`config.mk`:
```
export PLATFORM = sky130hd
export DESIGN_NAME = pmc_slice
export DESIGN_NICKNAME = d
export VERILOG_FILES = /design/src/rtl/pmc_pkg.sv /design/src/rtl/pmc_qualify.sv /design/src/rtl/pmc_edge.sv /design/src/rtl/pmc_accum.sv /design/src/rtl/pmc_slice.sv
export SDC_FILE = /design/constraint.sdc
export NUM_CORES = 1
export LEC_CHECK = 0
export BUFFER_PORTS_ARGS = -buffer_cell sky130_fd_sc_hd__buf_2
export CAP_MARGIN = 30
export CORE_ASPECT_RATIO = 1.1
export CORE_MARGIN = 3
export CORE_UTILIZATION = 50
export DETAILED_ROUTE_END_ITERATION = 6
export PLACE_DENSITY = 0.81
export SLEW_MARGIN = 0
export SYNTH_ARGS = -nofsm -noshare
export SYNTH_HDL_FRONTEND = slang
export SYNTH_SLANG_ARGS = --single-unit
```
`constraint.sdc`:
```
create_clock -name clk -period 7.96 [get_ports clk]
set_clock_uncertainty 0.1 [all_clocks]
set_input_delay 0.796 -clock clk [delete_from_list [all_inputs] [get_ports clk]]
set_output_delay 0.796 -clock clk [all_outputs]
set_load 0.05 [all_outputs]
```
`src/rtl/pmc_pkg.sv`:
```
package pmc_pkg;
   localparam int PMC_THR_W = 8;

   typedef struct packed {
      logic                 en;
      logic                 usr;
      logic                 os;
      logic                 inv;
      logic                 edge_det;
      logic [PMC_THR_W-1:0] thr;
   } pmc_ctrl_t;
endpackage

```
`src/rtl/pmc_qualify.sv`:
```
module pmc_qualify
   import pmc_pkg::*;
#(
   parameter int EVT_W = 4
) (
   input  logic [EVT_W-1:0] evt,
   input  logic [1:0]       priv,
   input  pmc_ctrl_t        ctrl,
   output logic             priv_ok,
   output logic             raw_mode,
   output logic             qual
);
   localparam int CMP_W = (EVT_W > PMC_THR_W) ? EVT_W : PMC_THR_W;

   logic [CMP_W-1:0] evt_x;
   logic [CMP_W-1:0] thr_x;
   logic             meets;

   always_comb begin
      evt_x    = CMP_W'(evt);
      thr_x    = CMP_W'(ctrl.thr);
      priv_ok  = (priv == 2'd0) ? ctrl.os : ctrl.usr;
      raw_mode = (ctrl.thr == '0);
      meets    = (evt_x >= thr_x);
      qual     = priv_ok & (meets ^ ctrl.inv);
   end
endmodule

```
`src/rtl/pmc_edge.sv`:
```
module pmc_edge #(
   parameter bit HAS_EDGE = 1'b1
) (
   input  logic clk,
   input  logic rst_n,
   input  logic clr,
   input  logic edge_sel,
   input  logic qual,
   output logic pulse
);
   generate
      if (HAS_EDGE) begin : g_edge
         logic prev_q;

         always_ff @(posedge clk) begin
            if (!rst_n)   prev_q <= 1'b0;
            else if (clr) prev_q <= 1'b0;
            else          prev_q <= qual;
         end

         always_comb pulse = edge_sel ? (qual & ~prev_q) : qual;

         AST_EDGE_NO_REPEAT: assert property (@(posedge clk) disable iff (!rst_n)
            (edge_sel && pulse && !clr) |=> !(edge_sel && pulse)) else $error("edge repeat");
      end else begin : g_level
         always_comb pulse = qual;
      end
   endgenerate
endmodule

```
`src/rtl/pmc_accum.sv`:
```
module pmc_accum #(
   parameter int CNT_W = 48,
   parameter int INC_W = 4
) (
   input  logic             clk,
   input  logic             rst_n,
   input  logic             wr_en,
   input  logic [CNT_W-1:0] wr_data,
   input  logic [INC_W-1:0] inc,
   output logic [CNT_W-1:0] cnt,
   output logic             ovf
);
   logic [CNT_W:0] sum;

   always_comb sum = {1'b0, cnt} + (CNT_W+1)'(inc);

   always_ff @(posedge clk) begin
      if (!rst_n) begin
         cnt <= '0;
         ovf <= 1'b0;
      end else if (wr_en) begin
         cnt <= wr_data;
         ovf <= 1'b0;
      end else begin
         cnt <= sum[CNT_W-1:0];
         ovf <= ovf | sum[CNT_W];
      end
   end

   AST_WRITE_LOAD: assert property (@(posedge clk) disable iff (!rst_n)
      wr_en |=> (cnt == $past(wr_data))) else $error("write load");
   AST_OVF_STICKY: assert property (@(posedge clk) disable iff (!rst_n)
      (ovf && !wr_en) |=> ovf) else $error("ovf sticky");
endmodule

```
`src/rtl/pmc_slice.sv`:
```
module pmc_slice
   import pmc_pkg::*;
#(
   parameter int CNT_W    = 48,
   parameter int EVT_W    = 4,
   parameter bit HAS_EDGE = 1'b1
) (
   input  logic             clk,
   input  logic             rst_n,
   input  logic [EVT_W-1:0] evt_cnt,
   input  logic [1:0]       priv_lvl,
   input  logic             cfg_en,
   input  logic             cfg_usr,
   input  logic             cfg_os,
   input  logic             cfg_inv,
   input  logic             cfg_edge,
   input  logic [7:0]       cfg_thresh,
   input  logic             wr_en,
   input  logic [CNT_W-1:0] wr_data,
   output logic [CNT_W-1:0] cnt_val,
   output logic             ovf_flag,
   output logic             cfg_err
);
   generate
      if (CNT_W <= EVT_W) begin : g_bad_width
         $error("CNT_W must exceed EVT_W");
      end
      if (PMC_THR_W != 8) begin : g_bad_thr
         $error("threshold field must be 8 bits");
      end
   endgenerate

   pmc_ctrl_t        ctrl;
   logic             priv_ok;
   logic             raw_mode;
   logic             qual;
   logic             pulse;
   logic             illegal;
   logic             run;
   logic [EVT_W-1:0] inc;

   always_comb begin
      ctrl.en       = cfg_en;
      ctrl.usr      = cfg_usr;
      ctrl.os       = cfg_os;
      ctrl.inv      = cfg_inv;
      ctrl.edge_det = cfg_edge & HAS_EDGE;
      ctrl.thr      = cfg_thresh;
   end

   pmc_qualify #(.EVT_W(EVT_W)) u_qual (
      .evt      (evt_cnt),
      .priv     (priv_lvl),
      .ctrl     (ctrl),
      .priv_ok  (priv_ok),
      .raw_mode (raw_mode),
      .qual     (qual)
   );

   always_comb begin
      illegal = ctrl.en & ctrl.edge_det & raw_mode;
      run     = ctrl.en & ~illegal;
      if (!run)          inc = '0;
      else if (raw_mode) inc = priv_ok ? evt_cnt : '0;
      else               inc = EVT_W'(pulse);
   end

   pmc_edge #(.HAS_EDGE(HAS_EDGE)) u_edge (
      .clk      (clk),
      .rst_n    (rst_n),
      .clr      (~run),
      .edge_sel (ctrl.edge_det),
      .qual     (qual),
      .pulse    (pulse)
   );

   pmc_accum #(.CNT_W(CNT_W), .INC_W(EVT_W)) u_acc (
      .clk     (clk),
      .rst_n   (rst_n),
      .wr_en   (wr_en),
      .wr_data (wr_data),
      .inc     (inc),
      .cnt     (cnt_val),
      .ovf     (ovf_flag)
   );

   always_ff @(posedge clk) begin
      if (!rst_n)     cfg_err <= 1'b0;
      else if (wr_en) cfg_err <= 1'b0;
      else            cfg_err <= cfg_err | illegal;
   end

   AST_HOLD_WHEN_OFF: assert property (@(posedge clk) disable iff (!rst_n)
      (!cfg_en && !wr_en) |=> $stable(cnt_val)) else $error("hold off");
   AST_FROZEN_ILLEGAL: assert property (@(posedge clk) disable iff (!rst_n)
      (cfg_en && cfg_edge && cfg_thresh == 8'd0 && !wr_en) |=> $stable(cnt_val)) else $error("frozen");
   AST_ERR_STICKY: assert property (@(posedge clk) disable iff (!rst_n)
      (cfg_err && !wr_en) |=> cfg_err) else $error("err sticky");
   AST_SINGLE_STEP: assert property (@(posedge clk) disable iff (!rst_n)
      (cfg_thresh != 8'd0 && !wr_en) |=>
         (cnt_val == $past(cnt_val) || cnt_val == $past(cnt_val) + 1'b1)) else $error("step");
endmodule

```
### Word-level counts from Yosys, hierarchy flattened

Index checks and enable logic that the tools add are counted.

| word-level totals | value |
|---|---|
| register bits after elaboration | 51 |
| input port bits | 70 |
| output and inout bits | 50 |

| cells by class | value |
|---|---|
| add/sub/neg operators | 1 |
| order comparisons | 1 |
| muxes and demuxes | 6 |
| bitwise logic cells | 11 |
| reductions and logical operators | 4 |

Operator list:

| cell | count |
|---|---|
| $add A48 B4 Y49 | 1 |
| $mux W48 | 1 |
| $mux W4 | 3 |
| $ge A4 B8 Y1 | 1 |
| $logic_not A8 Y1 | 1 |
| $and A1 B1 Y1 | 5 |
| $not A1 Y1 | 3 |
| $logic_not A2 Y1 | 1 |
| $mux W1 | 2 |
| $or A1 B1 Y1 | 2 |
| $reduce_and A2 Y1 | 1 |
| $reduce_or A2 Y1 | 1 |
| $xor A1 B1 Y1 | 1 |

### Logic depth before layout (Yosys ltp)

Gate-level depths: netlist (run 1).

| depth | value |
|---|---|
| word-level depth | 9 |
| mapped depth | 16 |
| gate-level depth less buffers | 15 |

### Cells and area by module

A second synthesis (run 1) with hierarchy kept.

| second synthesis, totals | value |
|---|---|
| cell total of the unflattened synthesis | 364 |
| area total of the unflattened synthesis | 3109.2 um^2 |

By module, submodules not included:

| module | times used | cells each | area an instance (um^2) | sequential area each (um^2) |
|---|---|---|---|---|
| pmc_accum | 1 | 327 | 2803.9 | 980.9 |
| pmc_qualify | 1 | 22 | 172.7 | 0.0 |
| pmc_slice | 1 | 12 | 92.6 | 20.0 |
| pmc_edge | 1 | 3 | 40.0 | 20.0 |

### Worst setup path before layout (run 1)

OpenSTA, ideal clock, no wires.

| timing | value |
|---|---|
| path type | input-to-reg |
| from | input port cfg_thresh[4] |
| to | register u_acc.cnt[32] |
| library setup time | 0.074 ns |
| arrival time | 4.288 ns |
| required time | 7.786 ns |
| path slack | 3.498 ns |
| stages on the path | 13 |
| buffers on the path | 1 |
| cells stage by stage | or4_1 o21bai_1 or4b_2 nand3_1 ha_1 inv_1 fa_1 nand2b_1 a21o_1 or3_1 buf_2 or4_1 a31oi_1 |

| on the way | value |
|---|---|
| cells in the longest elaborated chain, start to end | 9 |

Ends and longest elaborated chain:

| element | line | text |
|---|---|---|
| start: declaration | pmc_slice.sv:17 | `input logic [7:0] cfg_thresh,` |
| $ge A4 B8 Y1 | pmc_qualify.sv:24 | `meets = (evt_x >= thr_x);` |
| $xor A1 B1 Y1 | pmc_qualify.sv:25 | `qual = priv_ok & (meets ^ ctrl.inv);` |
| $and A1 B1 Y1 | pmc_qualify.sv:25 |  |
| $and A1 B1 Y1 | pmc_edge.sv:21 | `always_comb pulse = edge_sel ? (qual & ~prev_q) : qual;` |
| $mux W1 | pmc_edge.sv:21 |  |
| $mux W4 | pmc_slice.sv:64 | `else if (raw_mode) inc = priv_ok ? evt_cnt : '0;` |
| $mux W4 * | pmc_slice.sv:63 | `if (!run) inc = '0;` |
| $add A48 B4 Y49 * | pmc_accum.sv:15 | `always_comb sum = {1'b0, cnt} + (CNT_W+1)'(inc);` |
| $mux W48 * | pmc_accum.sv:21 | `end else if (wr_en) begin` |
| end signal: assignment | pmc_accum.sv:22 | `cnt <= wr_data;` |
| end signal: assignment | pmc_accum.sv:25 | `cnt <= sum[CNT_W-1:0];` |
| end: declaration | pmc_accum.sv:10 | `output logic [CNT_W-1:0] cnt,` |

Mark *: on every way between the ends. The rest lies on a longest branch, timed or not.
A chain may end at the register's enable or synchronous reset.

### Final worst setup path (run 1)

Same ends and word-level chain as after synthesis.

==> metrics.json, run 1 <==
{
  "endpoint_arrival_time_on_the_critical_path_ps": 4770,
  "drc": 0,
  "setup_viol": 0,
  "tritoncts_clock_tree": "yes",
  "preCtsSetupSlack_ps": 3030,
  "maxClockFrequency_ghz": 0.216,
  "area.sequential_um2": 1020,
  "detailedPlacementHpwl_um": 5870,
  "die_w_um": 81.1,
  "detail_route.iter0.violations": 173,
  "first_global_vias": 2956,
  "power.density_cell_area_nw_per_um2": 154,
  "gp_routability_congestion": 0.820,
  "hold_start": "cfg_err",
  "least_setup_slack_across_all_paths_after_layout_ps": 3320,
  "crit_path_top_delay_cell": "or4b_2",
  "num_io_pins": 120,
  "ys_seq_elements": 51,
  "final_min_period_over_clock_period": 0.583,
  "final_nets": 573,
  "timing.critical_path.to_type": "flip-flop",
  "final_worst_path_period_need_ps": 4640,
  "cts_htree_levels": 2,
  "clkSinkCount": 51,
  "cellLeakagePower_nw": 1.64,
  "gr-total-overflow": 0,
  "post_synth_most_frequent_cells": "51 x dfxtp_1, 39 x o21ai_0, 29 x nand2_1",
  "netlist_instances": 389,
  "netlist_area_um2": 3100,
  "critical_path.reg2reg.startpoint": "u_edge.g_edge.prev_q",
  "synth-async-reset-ratio": 0,
  "die_outline_area_um2": 7190,
  "num_antenna_cells": 0,
  "cts_buffer_depth": 2,
  "wire_per_inst_um": 14.3,
  "hold_buffers": 0,
  "post_cts_resize_count": 0,
  "timing.critical_path.cells": "buf_2, or4_1, o21bai_1, or4b_2, nand3_1, ha_1, inv_1, fa_1, nand2b_1, a21o_1, or3_1, or4_1, a31oi_1",
  "synth_most_common_cell": "dfxtp_1",
  "tightest_slew_ps": 1040,
  "synth_largest_area_cell": "dfxtp_1",
  "slew_viol_final": 0,
  "routed_via_density": 5.70,
  "slowest_delay_ps": 620,
  "tns_ps": 0,
  "fillers": 566,
  "core_footprint_um2": 5880,
  "layout-area-overhead-vs-synth_pct": 22.5,
  "grt_antenna_before_repair": 0,
  "final_cell_count_no_fill": 572,
  "path_class": "in -> reg",
  "drive_gt1_frac": 0.279,
  "timing.max_cap.violations": 0,
  "dieHeight_um": 88.6,
  "clk_transition_reported_paths_ps": 90,
  "vias": 3258,
  "slew_headroom": 0.304,
  "cp_num_buf_inv": 2,
  "wire_length_of_the_first_global_routing_pass_um": 12900,
  "cpLargestDelayFamily": "simple AND/OR/NAND/NOR gates",
  "share_of_the_synthesized_area_in_the_top_cell_type": 0.329,
  "report.final.hold_viol_count": 0,
  "required_time_at_the_worst_slack_endpoint_ps": 8090,
  "minimum_hold_slack_ps": 371,
  "antenna_left": 0,
  "startpoint": "cfg_thresh[4]",
  "post_place_cells": 564,
  "post_synth_main_area_contributors": "dfxtp_1 33%, o21ai_0 6.3%, xnor2_1 5.1%, nor3_1 3.5%, nand2_1 3.5%",
  "critPathMaxFanout": 11,
  "count_of_synthesis_stage_warnings_from_yosys": 0,
  "clock_latency_ps": 300,
  "critPathMostFrequentCell": "or4_1",
  "dominantRegCellSynth": "dfxtp_1",
  "cts_root_buffer": "clkbuf_8",
  "tritoncts.num_buffers": 5,
  "syn_area_per_cell_um2": 7.97,
  "grt.total_usage": 0.222,
  "initial_utilization": 0.528,
  "port_buffers": 119,
  "ir_drop_mv": 0.0863,
  "route.final.wire_length_um": 8200,
  "synthesis.nets": 468,
  "synth_cell_type_count": 52,
  "final_core_util": 0.647,
  "run_status": "complete, no violations",
  "holdCritPathClass": "reg -> reg",
  "synth_enable_flop_cells": 0,
  "setup_repair_after_global_routing_missed_its_margin": "no",
  "grt_max_degree": 74,
  "multi_input_comb_area_um2": 1940,
  "cts_post_setup_buffers_inserted": 0,
  "total_number_of_placement_rows": 29,
  "worst_setup_path_start_kind": "input port",
  "synth_sequential_area_ratio": 0.329,
  "length_of_the_first_detailed_routing_pass_in_iterations": 5
}
-- routing by layer --
| layer | track usage | up-vias | share of wire |
|---|---|---|---|
| met5 | 0 | - | 0 |
| met3 | 0.0448 | 5 | 0.060 |
| met4 | 0.0461 | 0 | 0.0073 |
| met2 | 0.397 | 92 | 0.47 |
| met1 | 0.274 | 1506 | 0.46 |
| li1 | - | 1655 | - |
-- sequential cells by signal, indices dropped and copies added (netlist names) --
signal,cells
u_edge.g_edge.prev_q,1
cfg_err,1
u_acc.ovf,1
u_acc.cnt,48
-- path summary, 6_finish.rpt --
path                        end  slack, ps  cells after the start
setup / recovery  u_acc.cnt[32]       3320                     13
hold / removal          cfg_err        370                      2
setup reg to reg  u_acc.cnt[32]       4120                     11
hold reg to reg         cfg_err        370                      2
-- kinds of logic (layout without fill, tap and decap cells) --
kind of cell	count (synthesis)	in the layout	share of synthesized area
xor+xnor	22	22	0.0621
compound gates	105	105	0.213
fa+ha+maj	9	9	0.0387
buf+inv	37	143	0.0456
mux	3	3	0.0105
simple gates	162	162	0.301
flops	51	51	0.329
-- worst reg2reg max path, cell delays in order, from the launching register on --
cell	delay [ps]
dfxtp_1	320
a211oi_1	280
or4b_2	620
nand3_1	110
ha_1	170
inv_1	60
fa_1	390
nand2b_1	230
a21o_1	320
or3_1	530
or4_1	500
a31oi_1	160
-- where the power goes --
group          internal, mW  leakage [nW]  total [mW]  switching [mW]
Combinational        0.0466          1.18       0.144          0.0970
Sequential            0.272         0.423       0.292          0.0200
Clock                0.0617        0.0412       0.150          0.0878
-- cell type report --
cell class              count  area share
inverters                  15      0.0148
repair buffers            120       0.159
well taps                  77      0.0253
clock buffers               6      0.0191
multi-input cells         301       0.510
clock inverters             2     0.00329
flip-flops and latches     51       0.269
-- layout by cell type, fill, tap and decap left out, types with 7 or more instances in the layout --
cell type | netlist | routed
nor2_1 | 18 | 18
buf_2 | 2 | 119
o21ai_0 | 39 | 39
nand2_1 | 29 | 29
nand2b_1 | 7 | 7
and2_1 | 9 | 9
nor3_1 | 22 | 22
and3_1 | 9 | 9
inv_1 | 14 | 14
a211oi_1 | 9 | 9
xnor2_1 | 18 | 18
and4_1 | 10 | 10
a21oi_1 | 21 | 21
dfxtp_1 | 51 | 51
nor4_1 | 8 | 8
nand3_1 | 16 | 16
ha_1 | 8 | 8
-- through the flow --
stage	cell area (um2)	power [mW]
finish	3800	0.585
global route	3800	0.613
CTS	3800	0.588
detailed placement	3720	0.441
global placement	3720	0.438
floorplan	3100	0.396
(Power assumes the default switching activity.)
==> run 2, diff against run 1 <==
- ABC_AREA: not set -> 1
- PLACE_DENSITY: 0.81 -> 0.77
- clock period: 7.96 -> 4.36 ns (I/O delays scaled with it)
==> metrics.json, run 2 <==
{
  "wire_length_of_the_first_global_routing_pass": {"value": 20000, "unit": "um", "change": "was 12900 um"},
  "post_synth_main_area_contributors": {"value": "dfxtp_1 26%, nand2_1 17%, nor2_1 15%, inv_1 9.1%, nand3_1 7.1%", "change": "was dfxtp_1 33%, o21ai_0 6.3%, xnor2_1 5.1%, nor3_1 3.5%, nand2_1 3.5%"},
  "setup_repair_after_global_routing_missed_its_margin": {"value": "no", "change": "unchanged"},
  "synth_cell_type_count": {"value": 34, "change": "was 52"},
  "post_synth_most_frequent_cells": {"value": "178 x nand2_1, 158 x nor2_1, 94 x inv_1", "change": "was 51 x dfxtp_1, 39 x o21ai_0, 29 x nand2_1"},
  "critPathMaxFanout": {"value": 4, "change": "was 11"},
  "netlist_area": {"value": 3870, "unit": "um2", "change": "was 3100 um2"},
  "share_of_the_synthesized_area_in_the_top_cell_type": {"value": 0.264, "change": "was 0.329"},
  "clock_latency": {"value": 310, "unit": "ps", "change": "was 300 ps"},
  "largest_reg_flops": {"value": 48, "change": "unchanged"},
  "syn_area_per_cell": {"value": 5.74, "unit": "um2", "change": "was 7.97 um2"},
  "worst_setup_path_start_kind": {"value": "input port", "change": "unchanged"},
  "routed_via_density": {"value": 5.00, "change": "was 5.70"},
  "cpLargestDelayFamily": {"value": "simple AND/OR/NAND/NOR gates", "change": "unchanged"},
  "hold_buffers": {"value": 0, "change": "unchanged"},
  "synth_largest_area_cell": {"value": "dfxtp_1", "change": "unchanged"},
  "total_number_of_placement_rows": {"value": 33, "change": "was 29"},
  "tightest_slew": {"value": 728, "unit": "ps", "change": "was 1040 ps"},
  "die_outline_area": {"value": 8830, "unit": "um2", "change": "was 7190 um2"},
  "final_nets": {"value": 867, "change": "was 573"},
  "ys_seq_elements": {"value": 51, "change": "unchanged"},
  "grt_antenna_before_repair": {"value": 0, "change": "unchanged"},
  "antenna_left": {"value": 0, "change": "unchanged"},
  "timing.max_cap.violations": {"value": 0, "change": "unchanged"},
  "clkSinkCount": {"value": 51, "change": "unchanged"},
  "final_worst_path_period_need_ps": 3330,
  "dieHeight": {"value": 98.2, "unit": "um", "change": "was 88.6 um"},
  "gr-total-overflow": {"value": 0, "change": "unchanged"},
  "slew_viol_final": {"value": 0, "change": "unchanged"},
  "num_io_pins": {"value": 120, "change": "unchanged"},
  "run_status": {"value": "complete, no violations", "change": "unchanged"},
  "tritoncts.num_buffers": {"value": 5, "change": "unchanged"},
  "timing.critical_path.to_type": {"value": "flip-flop", "change": "unchanged"},
  "length_of_the_first_detailed_routing_pass_in_iterations": {"value": 5, "change": "unchanged"},
  "top_register": {"value": "u_acc.cnt", "change": "unchanged"},
  "slew_headroom": {"value": 0.514, "change": "was 0.304"},
  "synth_most_common_cell": {"value": "nand2_1", "change": "was dfxtp_1"},
  "synth-async-reset-ratio": {"value": 0, "change": "unchanged"},
  "grt.total_usage": {"value": 0.278, "change": "was 0.222"},
  "gp_routability_congestion": {"value": 0.918, "change": "was 0.820"},
  "detail_route.iter0.violations": {"value": 190, "change": "was 173"},
  "cp_num_buf_inv": {"value": 5, "change": "was 2"},
  "initial_utilization": {"value": 0.517, "change": "was 0.528"},
  "cellLeakagePower": {"value": 2.35, "unit": "nW", "change": "was 1.64 nW"},
  "cts_buffer_depth": {"value": 2, "change": "unchanged"},
  "detailedPlacementHpwl": {"value": 9920, "unit": "um", "change": "was 5870 um"},
  "cts_htree_levels": {"value": 2, "change": "unchanged"},
  "power.density_cell_area": {"value": 246, "unit": "nW/um2", "change": "was 154 nW/um2"},
  "drc": {"value": 0, "change": "unchanged"},
  "holdCritPathClass": {"value": "in -> reg", "change": "was reg -> reg"},
  "report.final.hold_viol_count": {"value": 0, "change": "unchanged"},
  "path_class": {"value": "in -> reg", "change": "unchanged"},
  "cts_root_buffer": {"value": "clkbuf_8", "change": "unchanged"},
  "grt_max_degree": {"value": 45, "change": "was 74"},
  "layout_commonest_cell": {"value": "nand2_1", "change": "was buf_2"},
  "crit_path_top_delay_cell": {"value": "fa_1", "change": "was or4b_2"},
  "clk_transition_reported_paths": {"value": 100, "unit": "ps", "change": "was 90 ps"},
  "dominantRegCellSynth": {"value": "dfxtp_1", "change": "unchanged"},
  "critPathMostFrequentCell": {"value": "nand3_1", "change": "was or4_1"},
  "slowest_delay": {"value": 440, "unit": "ps", "change": "was 620 ps"},
  "layout-area-overhead-vs-synth": {"value": 19.4, "unit": "%", "change": "was 22.5%"},
  "tns": {"value": 0, "unit": "ps", "change": "unchanged"},
  "synth_enable_flop_cells": {"value": 0, "change": "unchanged"},
  "least_setup_slack_across_all_paths_after_layout": {"value": 1030, "unit": "ps", "change": "was 3320 ps"},
  "first_global_vias": {"value": 4218, "change": "was 2956"},
  "vias": {"value": 4463, "change": "was 3258"},
  "timing.critical_path.cells": {"value": "buf_2, nor2_1, nor3b_1, nand3_1, inv_1, nand3_1, inv_1, nand3_1, o21ai_0, ha_1, inv_1, fa_1, o21ai_2, nand3_2, nor2_1, nand3_1, nand2_1, nand3_1, nand2_1, inv_1", "change": "was buf_2, or4_1, o21bai_1, or4b_2, nand3_1, ha_1, inv_1, fa_1, nand2b_1, a21o_1, or3_1, or4_1, a31oi_1"},
  "post_cts_resize_count": {"value": 0, "change": "unchanged"},
  "setup_viol": {"value": 0, "change": "unchanged"},
  "num_antenna_cells": {"value": 0, "change": "unchanged"},
  "drive_gt1_frac": {"value": 0.194, "change": "was 0.279"},
  "die_w": {"value": 89.9, "unit": "um", "change": "was 81.1 um"},
  "layout_common_cells": {"value": "178 x nand2_1, 158 x nor2_1, 119 x buf_2", "change": "was 119 x buf_2, 51 x dfxtp_1, 39 x o21ai_0"},
  "tritoncts_clock_tree": {"value": "yes", "change": "unchanged"},
  "route.final.wire_length": {"value": 12400, "unit": "um", "change": "was 8200 um"},
  "maxClockFrequency_ghz": 0.300,
  "synthesis.nets": {"value": 753, "change": "was 468"},
  "required_time_at_the_worst_slack_endpoint": {"value": 4470, "unit": "ps", "change": "was 8090 ps"},
  "preCtsSetupSlack": {"value": 724, "unit": "ps", "change": "was 3030 ps"},
  "core_footprint": {"value": 7470, "unit": "um2", "change": "was 5880 um2"},
  "final_min_period_over_clock_period": 0.765,
  "ir_drop": {"value": 0.136, "unit": "mV", "change": "was 0.0863 mV"},
  "count_of_synthesis_stage_warnings_from_yosys": {"value": 0, "change": "unchanged"},
  "synth_sequential_area_ratio": {"value": 0.264, "change": "was 0.329"},
  "netlist_instances": {"value": 674, "change": "was 389"},
  "cts_post_setup_buffers_inserted": {"value": 0, "change": "unchanged"},
  "endpoint_arrival_time_on_the_critical_path": {"value": 3450, "unit": "ps", "change": "was 4770 ps"},
  "port_buffers": {"value": 119, "change": "unchanged"},
  "wire_per_inst": {"value": 13.9, "unit": "um", "change": "was 14.3 um"}
}
## run 2: cell count changes after synthesis, moves of 10 or more
cell,change
nand2_1,+149
nor2_1,+140
inv_1,+80
nand3_1,+39
nor3_1,-18
o21ai_0,-14
a21oi_1,-13
and4_1,-10
clkbuf_1,-10
## run 2: metrics by stage
step | cell area (um2) | power, mW | util | cells | hold WS, ps
6_report | 4620 | 1.13 | 0.618 | 893 | 254
3_3_place_gp | 4530 | 0.848 | 0.606 | 886 | 343
3_5_place_dp | 4530 | 0.852 | 0.606 | 886 | 351
2_1_floorplan | 3870 | 0.757 | - | 674 | 466
5_1_grt | 4620 | 1.19 | 0.618 | 893 | 246
4_1_cts | 4620 | 1.14 | 0.618 | 893 | 246
## run 2: per-layer routing
metal | vias to the layer above | part of all wire | wire length, um | global-route usage
li1 | 2317 | - | - | -
met1 | 1983 | 0.44 | 5480 | 0.343
met2 | 146 | 0.49 | 6100 | 0.505
met3 | 17 | 0.051 | 635 | 0.0455
met4 | 0 | 0.017 | 215 | 0.0695
met5 | - | 0 | 0 | 0
## run 2: final cells by class
class	instances	area [um2]
fill	798	2860
multi-input combinational	512	2400
sequential	51	1020
timing repair buffer	121	611
inverter	97	364
tap	105	131
clock buffer	6	82.6
clock inverter	1	5.00
## run 2: power breakdown
part           switching (mW)  internal, mW  leakage [nW]
Sequential             0.0419         0.497         0.423
Clock                   0.166         0.125        0.0470
Combinational           0.211        0.0924          1.88
## run 2: final timing paths
check / startpoint / end / slack [ps] / depth (start not counted)
worst min register to register: u_acc.ovf / u_acc.ovf / 370 / 2
worst min-delay path: wr_data[13] / u_acc.cnt[13] / 250 / 3
worst max register to register: u_edge.g_edge.prev_q / u_acc.cnt[42] / 1660 / 14
worst max-delay path: cfg_thresh[4] / u_acc.cnt[42] / 1030 / 20
## run 2: logic make-up after synthesis
family	share of synthesized area
flip-flops	0.264
AO/OA/AOI/OAI	0.0676
adder cells (fa/ha/maj)	0.0311
XOR/XNOR	0.0385
buffers and inverters	0.115
AND/OR/NAND/NOR	0.484
## run 2: worst reg2reg max path: stages (launching register included)
cell	delay (ps)
dfxtp_1	310
inv_1	50
o211ai_1	80
o21ai_0	230
ha_1	270
inv_1	80
fa_1	440
o21ai_2	200
nand3_2	160
nor2_1	320
nand3_1	110
nand2_1	70
nand3_1	60
nand2_1	90
inv_1	30
==> run 3, diff against run 2 <==
- clock period: 4.36 -> 3.3 ns (I/O delays scaled with it)
==> metrics.json, run 3 (same netlist as run 2, synthesis figures left out) <==
{
  "layout-area-overhead-vs-synth": {"value": 20.7, "unit": "%", "change": "was 19.4%"},
  "final_min_period_over_clock_period": 0.907,
  "port_buffers": {"value": 119, "change": "unchanged"},
  "cp_num_buf_inv": {"value": 3, "change": "was 5"},
  "run_status": {"value": "complete, no violations", "change": "unchanged"},
  "post_cts_resize_count": {"value": 0, "change": "unchanged"},
  "cellLeakagePower": {"value": 2.37, "unit": "nW", "change": "was 2.35 nW"},
  "timing.critical_path.cells": {"value": "buf_2, ha_1, a21oi_1, o21ai_0, nand2_1, nand2_1, nand2_1, nand3_1, o21ai_1, ha_1, inv_1, fa_1, o21ai_2, nand2_1, nor2_4, nand2_1, or2_0, nand3_1, nand2_1, inv_1", "change": "was buf_2, nor2_1, nor3b_1, nand3_1, inv_1, nand3_1, inv_1, nand3_1, o21ai_0, ha_1, inv_1, fa_1, o21ai_2, nand3_2, nor2_1, nand3_1, nand2_1, nand3_1, nand2_1, inv_1"},
  "layout_common_cells": {"value": "178 x nand2_1, 157 x nor2_1, 119 x buf_2", "change": "was 178 x nand2_1, 158 x nor2_1, 119 x buf_2"},
  "top_usage_layer": {"value": "met2", "change": "unchanged"},
  "cts_post_setup_buffers_inserted": {"value": 0, "change": "unchanged"},
  "hold_buffers": {"value": 0, "change": "unchanged"},
  "power.sequential.fraction": {"value": 0.478, "change": "was 0.476"},
  "minimum_hold_slack": {"value": 141, "unit": "ps", "change": "was 254 ps"},
  "gp_routability_congestion": {"value": 0.986, "change": "was 0.918"},
  "drive_gt1_frac": {"value": 0.203, "change": "was 0.194"},
  "wire_per_inst": {"value": 14.4, "unit": "um", "change": "was 13.9 um"},
  "num_io_pins": {"value": 120, "change": "unchanged"},
  "detailedPlacementHpwl": {"value": 10500, "unit": "um", "change": "was 9920 um"},
  "clkSinkCount": {"value": 51, "change": "unchanged"},
  "slew_viol_final": {"value": 0, "change": "unchanged"},
  "slew_headroom": {"value": 0.545, "change": "was 0.514"},
  "switching_share": {"value": 0.376, "change": "was 0.369"},
  "cts_htree_levels": {"value": 2, "change": "unchanged"},
  "path_class": {"value": "in -> reg", "change": "unchanged"},
  "critPathMaxFanout": {"value": 5, "change": "was 4"},
  "die_w": {"value": 89.9, "unit": "um", "change": "unchanged"},
  "final_nets": {"value": 873, "change": "was 867"},
  "gr-total-overflow": {"value": 0, "change": "unchanged"},
  "worst_setup_path_start_kind": {"value": "input port", "change": "unchanged"},
  "route.final.wire_length": {"value": 13000, "unit": "um", "change": "was 12400 um"},
  "timing.max_cap.violations": {"value": 0, "change": "unchanged"},
  "setup.reg_to_reg.worst_slack": {"value": 860, "unit": "ps", "change": "was 1660 ps"},
  "num_antenna_cells": {"value": 0, "change": "unchanged"},
  "holdCritPathClass": {"value": "in -> reg", "change": "unchanged"},
  "clkPwrFrac": {"value": 0.249, "change": "was 0.257"},
  "worstRegToRegCells": {"value": 14, "change": "unchanged"},
  "tritoncts_clock_tree": {"value": "yes", "change": "unchanged"},
  "grt_antenna_before_repair": {"value": 0, "change": "unchanged"},
  "routed_via_density": {"value": 5.04, "change": "was 5.00"},
  "vias": {"value": 4537, "change": "was 4463"},
  "setup_repair_after_global_routing_missed_its_margin": {"value": "no", "change": "unchanged"},
  "hold_end": {"value": "u_acc.cnt[0]", "change": "was u_acc.cnt[13]"},
  "top_register": {"value": "u_acc.cnt", "change": "unchanged"},
  "drc": {"value": 0, "change": "unchanged"},
  "netSwitchingPower": {"value": 0.560, "unit": "mW", "change": "was 0.419 mW"},
  "rr_endpoint": {"value": "u_acc.cnt[28]", "change": "was u_acc.cnt[42]"},
  "gr-usage-met2": {"value": 0.509, "change": "was 0.505"},
  "p_int": {"value": 0.929, "unit": "mW", "change": "was 0.715 mW"},
  "setup_viol": {"value": 0, "change": "unchanged"},
  "clk_transition_reported_paths": {"value": 100, "unit": "ps", "change": "about the same"},
  "antenna_left": {"value": 0, "change": "unchanged"},
  "placed_inst_area": {"value": 4570, "unit": "um2", "change": "was 4530 um2"},
  "wire_length_of_the_first_global_routing_pass": {"value": 21200, "unit": "um", "change": "was 20000 um"},
  "required_time_at_the_worst_slack_endpoint": {"value": 3460, "unit": "ps", "change": "was 4470 ps"},
  "power.density_cell_area": {"value": 319, "unit": "nW/um2", "change": "was 246 nW/um2"},
  "tritoncts.num_buffers": {"value": 5, "change": "unchanged"},
  "total_number_of_placement_rows": {"value": 33, "change": "unchanged"},
  "layout_commonest_cell": {"value": "nand2_1", "change": "unchanged"},
  "design_power_total": {"value": 1.49, "unit": "mW", "change": "was 1.13 mW"},
  "slowest_delay": {"value": 440, "unit": "ps", "change": "about the same"},
  "maxClockFrequency_ghz": 0.334,
  "largest_reg_flops": {"value": 48, "change": "unchanged"},
  "cpLargestDelayFamily": {"value": "simple AND/OR/NAND/NOR gates", "change": "unchanged"},
  "ir_drop": {"value": 0.231, "unit": "mV", "change": "was 0.136 mV"},
  "detail_route.iter0.violations": {"value": 275, "change": "was 190"},
  "timing.critical_path.to_type": {"value": "flip-flop", "change": "unchanged"},
  "design_area": {"value": 4670, "unit": "um2", "change": "was 4620 um2"},
  "cts_root_buffer": {"value": "clkbuf_8", "change": "unchanged"},
  "whs_path_depth": {"value": 3, "change": "unchanged"},
  "report.final.hold_viol_count": {"value": 0, "change": "unchanged"},
  "global_route.usage.met1": {"value": 0.365, "change": "was 0.343"},
  "met3_usage": {"value": 0.0455, "change": "unchanged"},
  "final_worst_path_period_need_ps": 2990,
  "length_of_the_first_detailed_routing_pass_in_iterations": {"value": 6, "change": "was 5"},
  "grt.total_usage": {"value": 0.294, "change": "was 0.278"},
  "clock_latency": {"value": 310, "unit": "ps", "change": "about the same"},
  "critical_path.reg2reg.startpoint": {"value": "u_edge.g_edge.prev_q", "change": "unchanged"},
  "cts_buffer_depth": {"value": 2, "change": "unchanged"},
  "grt_max_degree": {"value": 38, "change": "was 45"},
  "tightest_slew": {"value": 681, "unit": "ps", "change": "was 728 ps"},
  "first_global_vias": {"value": 4391, "change": "was 4218"},
  "hold_start": {"value": "wr_data[0]", "change": "was wr_data[13]"},
  "initial_utilization": {"value": 0.517, "change": "unchanged"},
  "p_comb_frac": {"value": 0.273, "change": "was 0.268"},
  "critPathMostFrequentCell": {"value": "nand2_1", "change": "was nand3_1"},
  "endpoint_arrival_time_on_the_critical_path": {"value": 3150, "unit": "ps", "change": "was 3450 ps"},
  "die_outline_area": {"value": 8830, "unit": "um2", "change": "unchanged"},
  "crit_path_top_delay_cell": {"value": "fa_1", "change": "unchanged"},
  "dieHeight": {"value": 98.2, "unit": "um", "change": "unchanged"},
  "startpoint": {"value": "evt_cnt[1]", "change": "was cfg_thresh[4]"},
  "core_footprint": {"value": 7470, "unit": "um2", "change": "unchanged"}
}
run 3: per-stage QoR:
step	utilization	setup WS (ps)	TNS, ps	std cells
3_3_place_gp	0.612	78.9	0	892
3_5_place_dp	0.612	-108	-458	892
6_report	0.624	305	0	900
4_1_cts	0.623	221	0	900
2_1_floorplan	-	395	0	674
5_1_grt	0.624	55.0	0	900
run 3: metal layers:
metal | share of wire | wire, um | up-vias
li1 | - | - | 2322
met1 | 0.43 | 5520 | 1992
met2 | 0.47 | 6120 | 183
met3 | 0.060 | 783 | 40
met4 | 0.043 | 558 | 0
met5 | 0 | 0 | -
run 3: worst max-delay path by stage:
stage | slack, ps | cells after the start | to
6_report | 310 | 20 | u_acc.cnt[28]
5_1_grt | 50 | 21 | u_acc.cnt[28]
4_1_cts | 220 | 20 | u_acc.cnt[42]
3_5_place_dp | -110 | 20 | u_acc.cnt[42]
3_3_place_gp | 80 | 19 | u_acc.cnt[16]
2_1_floorplan | 390 | 20 | u_acc.cnt[42]
run 3: power groups by stage:
| stage | combinational (mW) | clock [mW] | sequential [mW] |
|---|---|---|---|
| finish | 0.406 | 0.372 | 0.712 |
| global route | 0.443 | 0.408 | 0.719 |
| CTS | 0.407 | 0.386 | 0.711 |
| detailed placement | 0.406 | 0 | 0.725 |
| global placement | 0.397 | 0 | 0.724 |
| floorplan | 0.149 | 0 | 0.851 |
run 3: final cells by class:
type                    count  area [um2]
clock buffers               6        72.6
clock inverters             2        12.5
fillers                   774        2810
inverters                  97         364
multi-input cells         512        2410
flip-flops and latches     51        1020
well taps                 105         131
repair buffers            127         656
run 3: worst register-to-register path, delay by kind of cell (launching register included):
family	cells	cell delay, ps
AOI/OAI and AO/OA	3	460
DFF	1	310
and+or+nand+nor	6	730
adders and majority gates	2	630
buffers and inverters	3	150
